**config.mk**
```make
export PLATFORM = sky130hd
export DESIGN_NAME = mdio_master
export DESIGN_NICKNAME = d
export VERILOG_FILES = /design/src/rtl/mdio_pkg.sv /design/src/rtl/mdio_mdc_div.sv /design/src/rtl/mdio_frame_ctl.sv /design/src/rtl/mdio_master.sv
export SDC_FILE = /design/constraint.sdc
export NUM_CORES = 1
export LEC_CHECK = 0
export ABC_AREA = 1
export BUFFER_PORTS_ARGS = -buffer_cell sky130_fd_sc_hd__buf_2
export CORE_MARGIN = 1.5
export CORE_UTILIZATION = 61
export CTS_BUF_LIST = sky130_fd_sc_hd__clkbuf_16
export DETAILED_ROUTE_END_ITERATION = 6
export PLACE_DENSITY = 0.84
export SLEW_MARGIN = 20
export SYNTH_ARGS = -nofsm -noshare
export SYNTH_HDL_FRONTEND = slang
export SYNTH_HIERARCHICAL = 1
export SYNTH_SLANG_ARGS = --single-unit
```
**constraint.sdc**
```tcl
create_clock -name clk -period 4.5 [get_ports clk]
set_clock_uncertainty 0.15 [all_clocks]
set_input_delay 0.675 -clock clk [delete_from_list [all_inputs] [get_ports clk]]
set_output_delay 0.675 -clock clk [all_outputs]
set_load 0.005 [all_outputs]
```
**src/rtl/mdio_pkg.sv**
```systemverilog
package mdio_pkg;
  localparam int PHY_AW    = 5;
  localparam int REG_AW    = 5;
  localparam int DATA_W    = 16;
  localparam int PRE_LEN   = 32;
  localparam int HDR_W     = 4 + PHY_AW + REG_AW;
  localparam int TA_SLOT   = PRE_LEN + HDR_W;
  localparam int DAT_SLOT  = TA_SLOT + 2;
  localparam int LAST_SLOT = DAT_SLOT + DATA_W;
  localparam int SLOT_W    = $clog2(LAST_SLOT + 1);

  typedef struct packed {
    logic              wr;
    logic [PHY_AW-1:0] phy;
    logic [REG_AW-1:0] regad;
    logic [DATA_W-1:0] wdata;
  } mdio_req_t;
endpackage

```
**src/rtl/mdio_mdc_div.sv**
```systemverilog
module mdio_mdc_div #(
  parameter int DIV_HALF = 40
) (
  input  logic clk,
  input  logic rst_n,
  input  logic run,
  output logic mdc,
  output logic rise,
  output logic fall
);
  logic tick;
  logic mdc_q, mdc_d;

  generate
    if (DIV_HALF <= 1) begin : g_nodiv
      assign tick = run;
    end else begin : g_cnt
      localparam int CW = $clog2(DIV_HALF);
      logic [CW-1:0] cnt_q, cnt_d;
      assign tick = run && (cnt_q == CW'(DIV_HALF - 1));
      always_comb begin
        if (!run || tick) cnt_d = '0;
        else              cnt_d = cnt_q + CW'(1);
      end
      always_ff @(posedge clk or negedge rst_n) begin
        if (!rst_n) cnt_q <= '0;
        else        cnt_q <= cnt_d;
      end
    end
  endgenerate

  always_comb begin
    mdc_d = mdc_q;
    if (!run)      mdc_d = 1'b0;
    else if (tick) mdc_d = ~mdc_q;
  end

  always_ff @(posedge clk or negedge rst_n) begin
    if (!rst_n) mdc_q <= 1'b0;
    else        mdc_q <= mdc_d;
  end

  assign mdc  = mdc_q;
  assign rise = tick && !mdc_q;
  assign fall = tick && mdc_q;

  assert_rise_sets_mdc_R8: assert property (@(posedge clk) disable iff (!rst_n)
    rise |=> mdc);
  assert_mdc_parked_R8: assert property (@(posedge clk) disable iff (!rst_n)
    !run |=> !mdc);
endmodule

```
**src/rtl/mdio_frame_ctl.sv**
```systemverilog
module mdio_frame_ctl
  import mdio_pkg::*;
(
  input  logic              clk,
  input  logic              rst_n,
  input  logic              req_valid,
  input  mdio_req_t         req,
  input  logic              rise,
  input  logic              fall,
  input  logic              mdc,
  input  logic              mdio_i,
  output logic              busy,
  output logic              done,
  output logic [DATA_W-1:0] rd_data,
  output logic              ack_fail,
  output logic              mdio_o,
  output logic              mdio_oe
);
  logic              busy_q, busy_d;
  logic [SLOT_W-1:0] slot_q, slot_d;
  mdio_req_t         cur_q, cur_d;
  logic [DATA_W-1:0] shift_q, shift_d;
  logic              nack_q, nack_d;
  logic [DATA_W-1:0] rd_q, rd_d;
  logic              fail_q, fail_d;
  logic              done_q, done_d;
  logic              start, finish;
  logic [HDR_W-1:0]  hdr;
  logic [SLOT_W-1:0] hoff, doff;

  assign start  = req_valid && !busy_q;
  assign finish = busy_q && fall && (slot_q == SLOT_W'(LAST_SLOT));

  // next state
  always_comb begin
    busy_d  = busy_q;
    slot_d  = slot_q;
    cur_d   = cur_q;
    shift_d = shift_q;
    nack_d  = nack_q;
    rd_d    = rd_q;
    fail_d  = fail_q;
    done_d  = 1'b0;
    if (start) begin
      busy_d  = 1'b1;
      slot_d  = '0;
      cur_d   = req;
      shift_d = '0;
      nack_d  = 1'b0;
    end else if (busy_q) begin
      if (rise && !cur_q.wr) begin
        if (slot_q == SLOT_W'(DAT_SLOT - 1))
          nack_d = mdio_i;
        else if (slot_q >= SLOT_W'(DAT_SLOT) && slot_q < SLOT_W'(LAST_SLOT) && !nack_q)
          shift_d = {shift_q[DATA_W-2:0], mdio_i};
      end
      if (finish) begin
        busy_d = 1'b0;
        done_d = 1'b1;
        fail_d = !cur_q.wr && nack_q;
        if (!cur_q.wr) rd_d = nack_q ? '0 : shift_q;
      end else if (fall) begin
        slot_d = slot_q + SLOT_W'(1);
      end
    end
  end

  // registers
  always_ff @(posedge clk or negedge rst_n) begin
    if (!rst_n) begin
      busy_q  <= 1'b0;
      slot_q  <= '0;
      cur_q   <= '0;
      shift_q <= '0;
      nack_q  <= 1'b0;
      rd_q    <= '0;
      fail_q  <= 1'b0;
      done_q  <= 1'b0;
    end else begin
      busy_q  <= busy_d;
      slot_q  <= slot_d;
      cur_q   <= cur_d;
      shift_q <= shift_d;
      nack_q  <= nack_d;
      rd_q    <= rd_d;
      fail_q  <= fail_d;
      done_q  <= done_d;
    end
  end

  // pad drive per slot
  assign hdr  = {2'b01, (cur_q.wr ? 2'b01 : 2'b10), cur_q.phy, cur_q.regad};
  assign hoff = slot_q - SLOT_W'(PRE_LEN);
  assign doff = slot_q - SLOT_W'(DAT_SLOT);

  always_comb begin
    mdio_oe = 1'b0;
    mdio_o  = 1'b0;
    if (busy_q) begin
      if (slot_q < SLOT_W'(PRE_LEN)) begin
        mdio_oe = 1'b1;
        mdio_o  = 1'b1;
      end else if (slot_q < SLOT_W'(TA_SLOT)) begin
        mdio_oe = 1'b1;
        mdio_o  = hdr[4'(HDR_W - 1) - hoff[3:0]];
      end else if (cur_q.wr) begin
        mdio_oe = 1'b1;
        if (slot_q == SLOT_W'(TA_SLOT))          mdio_o = 1'b1;
        else if (slot_q == SLOT_W'(TA_SLOT + 1)) mdio_o = 1'b0;
        else if (slot_q < SLOT_W'(LAST_SLOT))    mdio_o = cur_q.wdata[4'(DATA_W - 1) - doff[3:0]];
        else                                     mdio_o = cur_q.wdata[0];
      end else if (slot_q == SLOT_W'(TA_SLOT)) begin
        mdio_oe = 1'b1;
        mdio_o  = 1'b0;
      end
    end
  end

  assign busy     = busy_q;
  assign done     = done_q;
  assign rd_data  = rd_q;
  assign ack_fail = fail_q;

  assert_pins_steady_high_R8: assert property (@(posedge clk) disable iff (!rst_n)
    (mdc && $past(mdc)) |-> ($stable(mdio_o) && $stable(mdio_oe)));
  assert_idle_released_R4: assert property (@(posedge clk) disable iff (!rst_n)
    !busy_q |-> !mdio_oe);
  assert_done_single_R9: assert property (@(posedge clk) disable iff (!rst_n)
    done_q |=> !done_q);
  assert_done_ends_busy_R9: assert property (@(posedge clk) disable iff (!rst_n)
    done_q |-> !busy_q);
  assert_nack_zero_R7: assert property (@(posedge clk) disable iff (!rst_n)
    (done_q && fail_q) |-> (rd_q == '0));
  assert_slot_bound_R4: assert property (@(posedge clk) disable iff (!rst_n)
    busy_q |-> (slot_q <= SLOT_W'(LAST_SLOT)));
  assert_rd_holds_R11: assert property (@(posedge clk) disable iff (!rst_n)
    !done_q |-> $stable(rd_q));
endmodule

```
**src/rtl/mdio_master.sv**
```systemverilog
module mdio_master
  import mdio_pkg::*;
#(
  parameter int DIV_HALF = 40
) (
  input  logic              clk,
  input  logic              rst_n,
  input  logic              req_valid,
  input  logic              req_write,
  input  logic [PHY_AW-1:0] req_phy,
  input  logic [REG_AW-1:0] req_reg,
  input  logic [DATA_W-1:0] req_wdata,
  output logic              busy,
  output logic              done,
  output logic [DATA_W-1:0] rd_data,
  output logic              ack_fail,
  output logic              mdc,
  output logic              mdio_o,
  output logic              mdio_oe,
  input  logic              mdio_i
);
  logic      rise, fall, busy_w;
  mdio_req_t req;

  assign req   = '{wr: req_write, phy: req_phy, regad: req_reg, wdata: req_wdata};
  assign busy  = busy_w;

  mdio_mdc_div #(.DIV_HALF(DIV_HALF)) u_div (
    .clk  (clk),
    .rst_n(rst_n),
    .run  (busy_w),
    .mdc  (mdc),
    .rise (rise),
    .fall (fall)
  );

  mdio_frame_ctl u_ctl (
    .clk      (clk),
    .rst_n    (rst_n),
    .req_valid(req_valid),
    .req      (req),
    .rise     (rise),
    .fall     (fall),
    .mdc      (mdc),
    .mdio_i   (mdio_i),
    .busy     (busy_w),
    .done     (done),
    .rd_data  (rd_data),
    .ack_fail (ack_fail),
    .mdio_o   (mdio_o),
    .mdio_oe  (mdio_oe)
  );
endmodule

```
==> results.toml, run 1 <==
[logic_synthesis]
synth-seq-cells = 77
synth_warnings = 6
synth.distinct_cells = 28
ys_seq_area_frac = 0.524
synth_nets = 485
synthCells = 447
syn_avg_cell_area_um2 = 8.23
syn_area_um2 = 3680

[die]
placementRows = 28
start_util = 0.625
die_x_um = 80.7
die_h_um = 80.7
io_pins = 53
core_um2 = 5890
dieArea_um2 = 6510

[cts]
cts_buffers = 9
cts_hold_buf = 0
clk_pin_slew_ns = 0.06
cts.sinks = 77
clock_path_buffers = 2
cts_setup_buffers = 0
clock_latency_ns = 0.33
ctsRootBufferMaster = "clkbuf_16"
cts_resized = 0
htree_levels = 3
cts_tree = "yes"

[finish]
diodes = 0
final_cells = 573
drive_gt1_frac = 0.155
final_cell_area_um2 = 4270
area_growth_pct = 16.0
fin_nets = 531

[placement]
placed_area_um2 = 3950
place_inst = 557
io_buffers = 52
dp_hpwl_mm = 4.95
gp_routability_congestion = 0.907

[timing]
rsz0062_at_grt = "no"
max-slew-margin-rel = 0.369
fin_crit_ns = 3.35
report.final.slew_viol_count = 0
max_freq_ghz = 0.298
timing.hold.ws_ns = 0.319
period_share = 0.745
setup_viol = 0
hold_viol = 0
worst_pin_slew_ns = 0.943
tns_ns = 0

[setup_path]
worstPathArrival_ns = 2.53
critPathMaxFanout = 23
slowest_stage = "dfrtp_1"
required_ns = 3.67
r2r-start = "u_div/g_cnt.cnt_q[0]$_DFF_PN0_"
reg2reg_slack_ns = 1.61
crit_start = "u_ctl/slot_q[0]$_DFFE_PN0P_"
crit_path_max_incr_delay_ns = 0.82
critPathKind = "register to output port"
cp-start-kind = "register"
end_kind = "output port"
cp_top_family = "flip-flops"
path_common_cell = "a21oi_1"
path_cells = "inv_1 -> a21oi_1 -> o21ai_0 -> nand3_1 -> nand2_1 -> nand2_1 -> a21oi_1 -> a21oi_1 -> buf_2"
path_buf_inv = 2

[power]
ir_drop_v = 0.000224
power.total_mw = 1.47
power_density_nw_per_um2 = 345
p_leak_nw = 2.25

[global_route]
grt_overflow = 0
antenna_found_initial = 0
grtUsageTotal = 0.259
grt_pass1_wl_mm = 13.0
grt_max_degree = 78
grt_pass1_vias = 2977

[drt]
firstDrtPassIters = 5
wl_per_cell_um = 12.9
drc_errors = 0
drt_wl_total_mm = 7.41
drt_iter0_drc = 276
vias = 3053
vias_per_cell = 5.33
antenna_left = 0

[run]
drv_cap = 0

[worst_hold_path]
holdCritPathClass = "primary input to async pin"

[run_status]
status = "finished clean"
## synthesized netlist by cell type
cell type,instances,share of area
a21oi_1,6,0.0082
xor2_1,6,0.014
nor4_4,1,0.0058
dfrtp_1,77,0.52
nor2_4,1,0.0031
buf_1,1,0.0010
nand3b_1,2,0.0041
nand3_1,43,0.058
nor3_1,3,0.0041
o22ai_1,5,0.0085
o31ai_1,8,0.016
nand2_1,122,0.12
nor3_4,1,0.0044
o21ai_1,2,0.0027
nand4_1,4,0.0068
inv_2,1,0.0010
nor2_1,33,0.034
nand4_2,1,0.0034
o21ai_0,41,0.056
inv_1,57,0.058
ha_1,7,0.024
clkinv_1,2,0.0020
o21bai_1,2,0.0041
buf_6,2,0.0061
buf_2,7,0.0095
nor3b_2,1,0.0034
clkbuf_1,8,0.0082
nand2_2,3,0.0051
## cell usage in the layout (no fill, tap or decap)
master      count
nand2_1       122
dfrtp_1        77
inv_1          57
buf_2          51
nand3_1        43
o21ai_0        41
nor2_1         33
clkbuf_16       9
o31ai_1         8
ha_1            7
a21oi_1         6
xor2_1          6
o22ai_1         5
nand4_1         4
clkinv_1        3
nor3_1          3
nand2_2         3
bufinv_16       2
clkinv_2        2
buf_4           2
nand3b_1        2
o21ai_1         2
o21bai_1        2
clkinv_4        1
clkinvlp_4      1
inv_2           1
nor4_4          1
nand4_2         1
nor3_4          1
nor2_4          1
nor3b_2         1
## worst reg2reg max path, stage by stage (launching register included)
cell and delay, ns:
dfrtp_1 0.39, ha_1 0.22, nand2_2 0.10, nor2_4 0.10
nand2_2 0.08, nor3b_2 0.16, nand2_1 0.07, inv_1 0.15
nand4_2 0.28, nor3_4 0.81, nand3_1 0.16, o21ai_0 0.15
## through the flow
step | util | worst slack [ns]
CTS | 0.725 | 1.20
global route | 0.725 | 0.924
floorplan | - | 2.09
detailed placement | 0.672 | 1.55
global placement | 0.672 | 1.58
finish | 0.725 | 1.15
## flip-flops by register name (all words and copies together) (netlist names)
signal,count
u_ctl/slot_q,7
u_ctl/nack_q,1
u_ctl/busy,1
u_ctl/cur_q,27
u_ctl/ack_fail,1
u_div/g_cnt.cnt_q,6
u_div/mdc,1
u_ctl/rd_data,16
u_ctl/done,1
u_ctl/shift_q,16
## layer usage
| layer | up-vias | share of wire | GRT usage | routed length (µm) |
|---|---|---|---|---|
| li1 | 1514 | - | - | - |
| met2 | 88 | 0.48 | 0.419 | 3520 |
| met3 | 13 | 0.050 | 0.0591 | 371 |
| met1 | 1438 | 0.46 | 0.330 | 3400 |
| met5 | - | 0 | 0 | 0 |
| met4 | 0 | 0.016 | 0.116 | 119 |
## kinds of logic after synthesis
family                     after synthesis  share of synthesized area
and+or+nand+nor                        215                      0.257
buffers and inverters                   78                     0.0860
DFF                                     77                      0.524
AOI/OAI and AO/OA                       64                     0.0955
adders and majority gates                7                     0.0238
xor gates and xnor gates                 6                     0.0143
## final cells by class
cell class	instances	area, µm²
Timing Repair Buffer	53	270
Clock buffer	9	225
Inverter	60	225
Tap cell	75	93.8
Clock inverter	7	90.1
Fill cell	442	1620
Multi-Input combinational cell	292	1440
Sequential cell	77	1930
## where the power goes
group          internal (mW)  switching [mW]  total [mW]
Clock                  0.482           0.271       0.753
Sequential             0.693        0.000495       0.694
Combinational        0.00941          0.0163      0.0257
## final timing paths
kind / to / cells after the start
setup / recovery: mdio_o / 9
min in group clk: u_ctl/cur_q[17]$_DFFE_PN0P_ / 2
setup reg to reg: u_ctl/rd_data[11]$_DFFE_PN0P_ / 11
max in group asynchronous: u_ctl/rd_data[1]$_DFFE_PN0P_ / 1
hold reg to reg: u_ctl/cur_q[17]$_DFFE_PN0P_ / 2
hold / removal: u_div/g_cnt.cnt_q[0]$_DFF_PN0_ / 1
(Power assumes the default switching activity.)
==> run 2, diff against run 1 <==
- ABC_AREA: 1 -> 0
- CORE_UTILIZATION: 61 -> 57
- PLACE_DENSITY: 0.84 -> 0.8
- clock period: 4.5 -> 3.46 ns (I/O delays scaled with it)
==> run 2 against run 1 <==
Effect of this change:
- global-route usage down 3.0 points
- worst setup slack worse by 0.77 ns
- sequential share of layout area up 0.85 points
- sequential power up 61%
- routed wire length down 5.4%
- power up 64%
- clock-buffer cell count unchanged
- clock power up 20%
==> results.toml, run 2 <==
[power]
seqPwrFrac = 0.464
intPower_mw = 1.75
pwr-share-clk = 0.376
comb_power_share = 0.160
p_sw_mw = 0.660
netSwitchingFraction = 0.274
power.total_mw = 2.41
power_density_nw_per_um2 = 576
p_leak_nw = 2.09
ir_drop_v = 0.000411

[logic_synthesis]
yosysMostFrequentCell = "nand2_1"
syn_avg_cell_area_um2 = 9.16
synth_edf_count = 0
synthSimpleGateAreaFrac = 0.258
synthCells = 397
synth.distinct_cells = 40
ys_seq_area_frac = 0.530
synthTopCellsByArea = "dfrtp_1 (53%), nand2_1 (14%), o21ai_0 (3.6%), nand2b_1 (3.1%), ha_1 (2.4%)"
synth-seq-cells = 77
syn_area_um2 = 3630
synth.top_cell.area_share = 0.530
synth_warnings = 6
synth-compound-area-share = 0.0819
synth.area.mux_share = 0.0441
synth_top_family_by_area = "simple AND/OR/NAND/NOR gates"
yosysTopAreaCell = "dfrtp_1"
synth_nets = 435
synth_ff_type = "dfrtp_1"
synth_adder_area_share = 0.0241
synthArstFlopShare = 1.00
synth-xor-area-share = 0.0193
netlist_top_cells_count = "nand2_1 (134), dfrtp_1 (77), o21ai_0 (26), nand2b_1 (18), nand3_1 (17)"

[die]
placementRows = 28
core_um2 = 6030
dieArea_um2 = 6860
io_pins = 53
start_util = 0.603
die_x_um = 82.9
die_h_um = 82.9

[drt]
drt_wl_total_mm = 7.01
vias = 2804
wl_per_cell_um = 13.6
drt_iter0_drc = 337
firstDrtPassIters = 4
drc_errors = 0
antenna_left = 0
vias_per_cell = 5.42

[placement]
place_inst = 502
gp_routability_congestion = 0.851
dp_hpwl_mm = 4.55
dp_worst_setup_slack_ns = 0.744
placed_area_um2 = 3900
io_buffers = 52

[cts]
cts_resized = 0
cts_hold_buf = 0
ctsRootBufferMaster = "clkbuf_16"
htree_levels = 3
cts.sinks = 77
clock_path_buffers = 2
cts_setup_buffers = 0
cts_tree = "yes"
clk_pin_slew_ns = 0.06
cts_buffers = 9
clock_latency_ns = 0.33

[timing]
report.final.slew_viol_count = 0
setup_viol = 0
max_freq_ghz = 0.325
tns_ns = 0
rsz0062_at_grt = "no"
fin_crit_ns = 3.08
finalWorstSetupSlack_ns = 0.379
max-slew-margin-rel = 0.386
period_share = 0.890
worst_pin_slew_ns = 0.921
hold_viol = 0

[setup_path]
critPathMaxFanout = 16
required_ns = 2.79
r2r-start = "u_div/g_cnt.cnt_q[0]$_DFF_PN0_"
r2r_end = "u_ctl/shift_q[10]$_DFFE_PN0P_"
critPathKind = "register to output port"
end_kind = "output port"
reg2regPathDepth = 7
cp-start-kind = "register"
worstPathArrival_ns = 2.41
reg2reg_slack_ns = 0.88

[run_status]
status = "finished clean"

[global_route]
grt_pass1_vias = 2831
grt_max_degree = 78
grtUsageTotal = 0.229
grt_pass1_wl_mm = 12.8
grt_overflow = 0
antenna_found_initial = 0

[worst_hold_path]
holdCritPathClass = "primary input to async pin"

[finish]
drive_gt1_frac = 0.179
layout_common_cells = "nand2_1 (134), dfrtp_1 (77), buf_2 (51)"
n_fill_cell = 468
final_common_cell = "nand2_1"
fin_nets = 476
diodes = 0
final_cells = 517
final_cell_area_um2 = 4190
largest_register_ffs = 27
area_growth_pct = 15.2
max_flop_register = "u_ctl/cur_q"

[run]
drv_cap = 0
-- run 2: kinds of logic after synthesis --
| family | count (synthesis) |
|---|---|
| AND/OR/NAND/NOR | 207 |
| flip-flops | 77 |
| AO/OA/AOI/OAI | 52 |
| buffers and inverters | 34 |
| multiplexers | 12 |
| XOR/XNOR | 8 |
| adder cells (fa/ha/maj) | 7 |
-- run 2: worst max-delay path by stage --
stage | start | slack (ns) | to | depth (start not counted)
after floorplan | u_ctl/slot_q[1]$_DFFE_PN0P_ | 0.78 | mdio_o | 9
after global placement | u_ctl/slot_q[0]$_DFFE_PN0P_ | 0.79 | mdio_o | 5
after detailed placement | u_ctl/slot_q[0]$_DFFE_PN0P_ | 0.74 | mdio_o | 5
after CTS | u_ctl/slot_q[0]$_DFFE_PN0P_ | 0.37 | mdio_o | 5
after global routing | u_ctl/slot_q[2]$_DFFE_PN0P_ | 0.20 | mdio_o | 8
final | u_ctl/slot_q[0]$_DFFE_PN0P_ | 0.38 | mdio_o | 5
-- run 2: layer usage --
layer	GRT usage	vias up	wire length (µm)
li1	-	1386	-
met1	0.308	1326	3290
met2	0.366	79	3220
met3	0.0527	13	357
met4	0.0833	0	136
met5	0	-	0
-- run 2: cell type report --
class                           instances  area [µm²]  area share
Sequential cell                        77        1930       0.460
Multi-Input combinational cell        286        1560       0.372
Inverter                                8        30.0     0.00717
Clock buffer                            9         225      0.0538
Clock inverter                          6        63.8      0.0152
Tap cell                               75        93.8      0.0224
Timing Repair Buffer                   56         293      0.0699
-- run 2: power groups by stage --
stage	Clock (mW)	Sequential (mW)	Combinational, mW
floorplan	0	1.09	0.311
global placement	0	1.12	0.367
detailed placement	0	1.13	0.385
CTS	0.926	1.12	0.390
global route	0.973	1.13	0.438
finish	0.906	1.12	0.386
-- run 2: critical path, stage by stage, from the launching register on --
cell and delay (ns):
dfrtp_1 0.70, mux4_2 0.57, a2111oi_1 0.38, a221o_1 0.21, o211ai_1 0.08, buf_2 0.14
-- run 2: per-stage QoR --
stage	utilization	hold slack, ns
2_1_floorplan	-	0.0734
3_3_place_gp	0.647	0.305
3_5_place_dp	0.647	0.310
4_1_cts	0.695	0.216
5_1_grt	0.695	0.221
6_report	0.695	0.179
==> run 3, diff against run 2 <==
- CORE_UTILIZATION: 57 -> 59
- CTS_BUF_LIST: sky130_fd_sc_hd__clkbuf_16 -> sky130_fd_sc_hd__clkbuf_8
- PLACE_DENSITY: 0.8 -> 0.82
==> run 3 against run 2 <==
Effect of this change:
- fmax fell by 2.4%
- combinational power hardly changed
- clock power decreased by 30%
- die area down 3.3%
- cell count is 0.39% higher
- critical path type unchanged
==> results.toml, run 3 (synthesized netlist as in run 2, its figures left out) <==
[run_status]
status = "finished clean"

[drt]
vias_per_cell = 5.44
firstDrtPassIters = 4
drt_iter0_drc = 205
drc_errors = 0
vias = 2825
wl_per_cell_um = 13.7
drt_wl_total_mm = 7.10
antenna_left = 0

[placement]
gp_routability_congestion = 0.902
dp_hpwl_mm = 4.77
io_buffers = 52
placed_area_um2 = 3910
place_inst = 503

[setup_path]
required_ns = 2.79
crit_path_max_incr_delay_ns = 0.71
critPathMaxFanout = 16
path_cells = "mux4_2 -> a2111oi_1 -> a221o_1 -> o211ai_1 -> buf_2"
path_buf_inv = 1
critPathKind = "register to output port"
cp_top_family = "flip-flops"
slowest_stage = "dfrtp_1"
worstPathArrival_ns = 2.49
cp-start-kind = "register"
end_kind = "output port"

[timing]
rsz0062_at_grt = "no"
worst_pin_slew_ns = 0.940
max-slew-margin-rel = 0.374
setup_viol = 0
max_freq_ghz = 0.317
period_share = 0.912
fin_crit_ns = 3.16
tns_ns = 0
report.final.slew_viol_count = 0
hold_viol = 0

[power]
ir_drop_v = 0.000341
intPower_mw = 1.49
power.total_mw = 2.13
pwr-share-clk = 0.296
seqPwrFrac = 0.522
comb_power_share = 0.182
p_leak_nw = 2.05
p_sw_mw = 0.637
power_density_nw_per_um2 = 521
netSwitchingFraction = 0.299

[finish]
fin_nets = 477
max_flop_register = "u_ctl/cur_q"
diodes = 0
area_growth_pct = 12.6
layout_common_cells = "nand2_1 (134), dfrtp_1 (77), buf_2 (51)"
final_cell_area_um2 = 4090
final_cells = 519
largest_register_ffs = 27
drive_gt1_frac = 0.185
final_common_cell = "nand2_1"

[die]
core_um2 = 5920
die_x_um = 81.5
start_util = 0.614
placementRows = 28
dieArea_um2 = 6640
io_pins = 53
die_h_um = 81.5

[global_route]
grt_max_degree = 78
antenna_found_initial = 0
grt_overflow = 0
grt_pass1_wl_mm = 12.0
grt_pass1_vias = 2696
grtUsageTotal = 0.242

[cts]
cts_hold_buf = 0
cts_buffers = 9
clock_latency_ns = 0.36
cts_setup_buffers = 0
htree_levels = 3
cts_tree = "yes"
clk_pin_slew_ns = 0.08
cts_resized = 0
clock_path_buffers = 2
cts.sinks = 77
ctsRootBufferMaster = "clkbuf_8"

[worst_hold_path]
holdCritPathClass = "primary input to async pin"

[run]
drv_cap = 0
==> run 3: worst paths after layout <==
check | startpoint | end | slack [ns] | cells past startpoint
max | u_ctl/slot_q[0]$_DFFE_PN0P_ | mdio_o | 0.30 | 5
min | rst_n | u_ctl/slot_q[3]$_DFFE_PN0P_ | 0.14 | 1
max reg2reg | u_div/g_cnt.cnt_q[0]$_DFF_PN0_ | u_ctl/shift_q[12]$_DFFE_PN0P_ | 0.84 | 7
min reg2reg | u_ctl/rd_data[3]$_DFFE_PN0P_ | u_ctl/rd_data[3]$_DFFE_PN0P_ | 0.33 | 2
max in group asynchronous | rst_n | u_ctl/cur_q[17]$_DFFE_PN0P_ | 2.39 | 1
min in group clk | req_wdata[6] | u_ctl/cur_q[6]$_DFFE_PN0P_ | 0.20 | 3
==> run 3: metrics by stage <==
step	util	setup WS, ns	hold WS, ns
final	0.691	0.303	0.145
after global routing	0.691	0.0952	0.196
after CTS	0.691	0.318	0.183
after detailed placement	0.660	0.726	0.311
after global placement	0.660	0.770	0.306
after floorplan	-	0.780	0.0734
==> run 3: cell type report <==
class	count	area, µm²
multi-input cells	286	1560
inverters	8	30.0
well taps	75	93.8
clock buffers	11	151
clock inverters	5	35.0
flip-flops and latches	77	1930
fillers	470	1830
repair buffers	57	300
==> run 3: power by group through the flow <==
stage,Clock (mW),Sequential [mW],Combinational [mW]
after floorplan,0,1.09,0.311
after global placement,0,1.12,0.367
after detailed placement,0,1.13,0.385
after CTS,0.644,1.11,0.390
after global routing,0.681,1.13,0.440
final,0.631,1.11,0.387
==> run 3: metal layers <==
metal	part of all wire	global-route usage	up-vias	routed length (µm)
met1	0.46	0.307	1350	3280
met5	0	0	-	0
met3	0.041	0.0456	15	292
li1	-	-	1393	-
met4	0.020	0.133	0	145
met2	0.48	0.390	67	3390
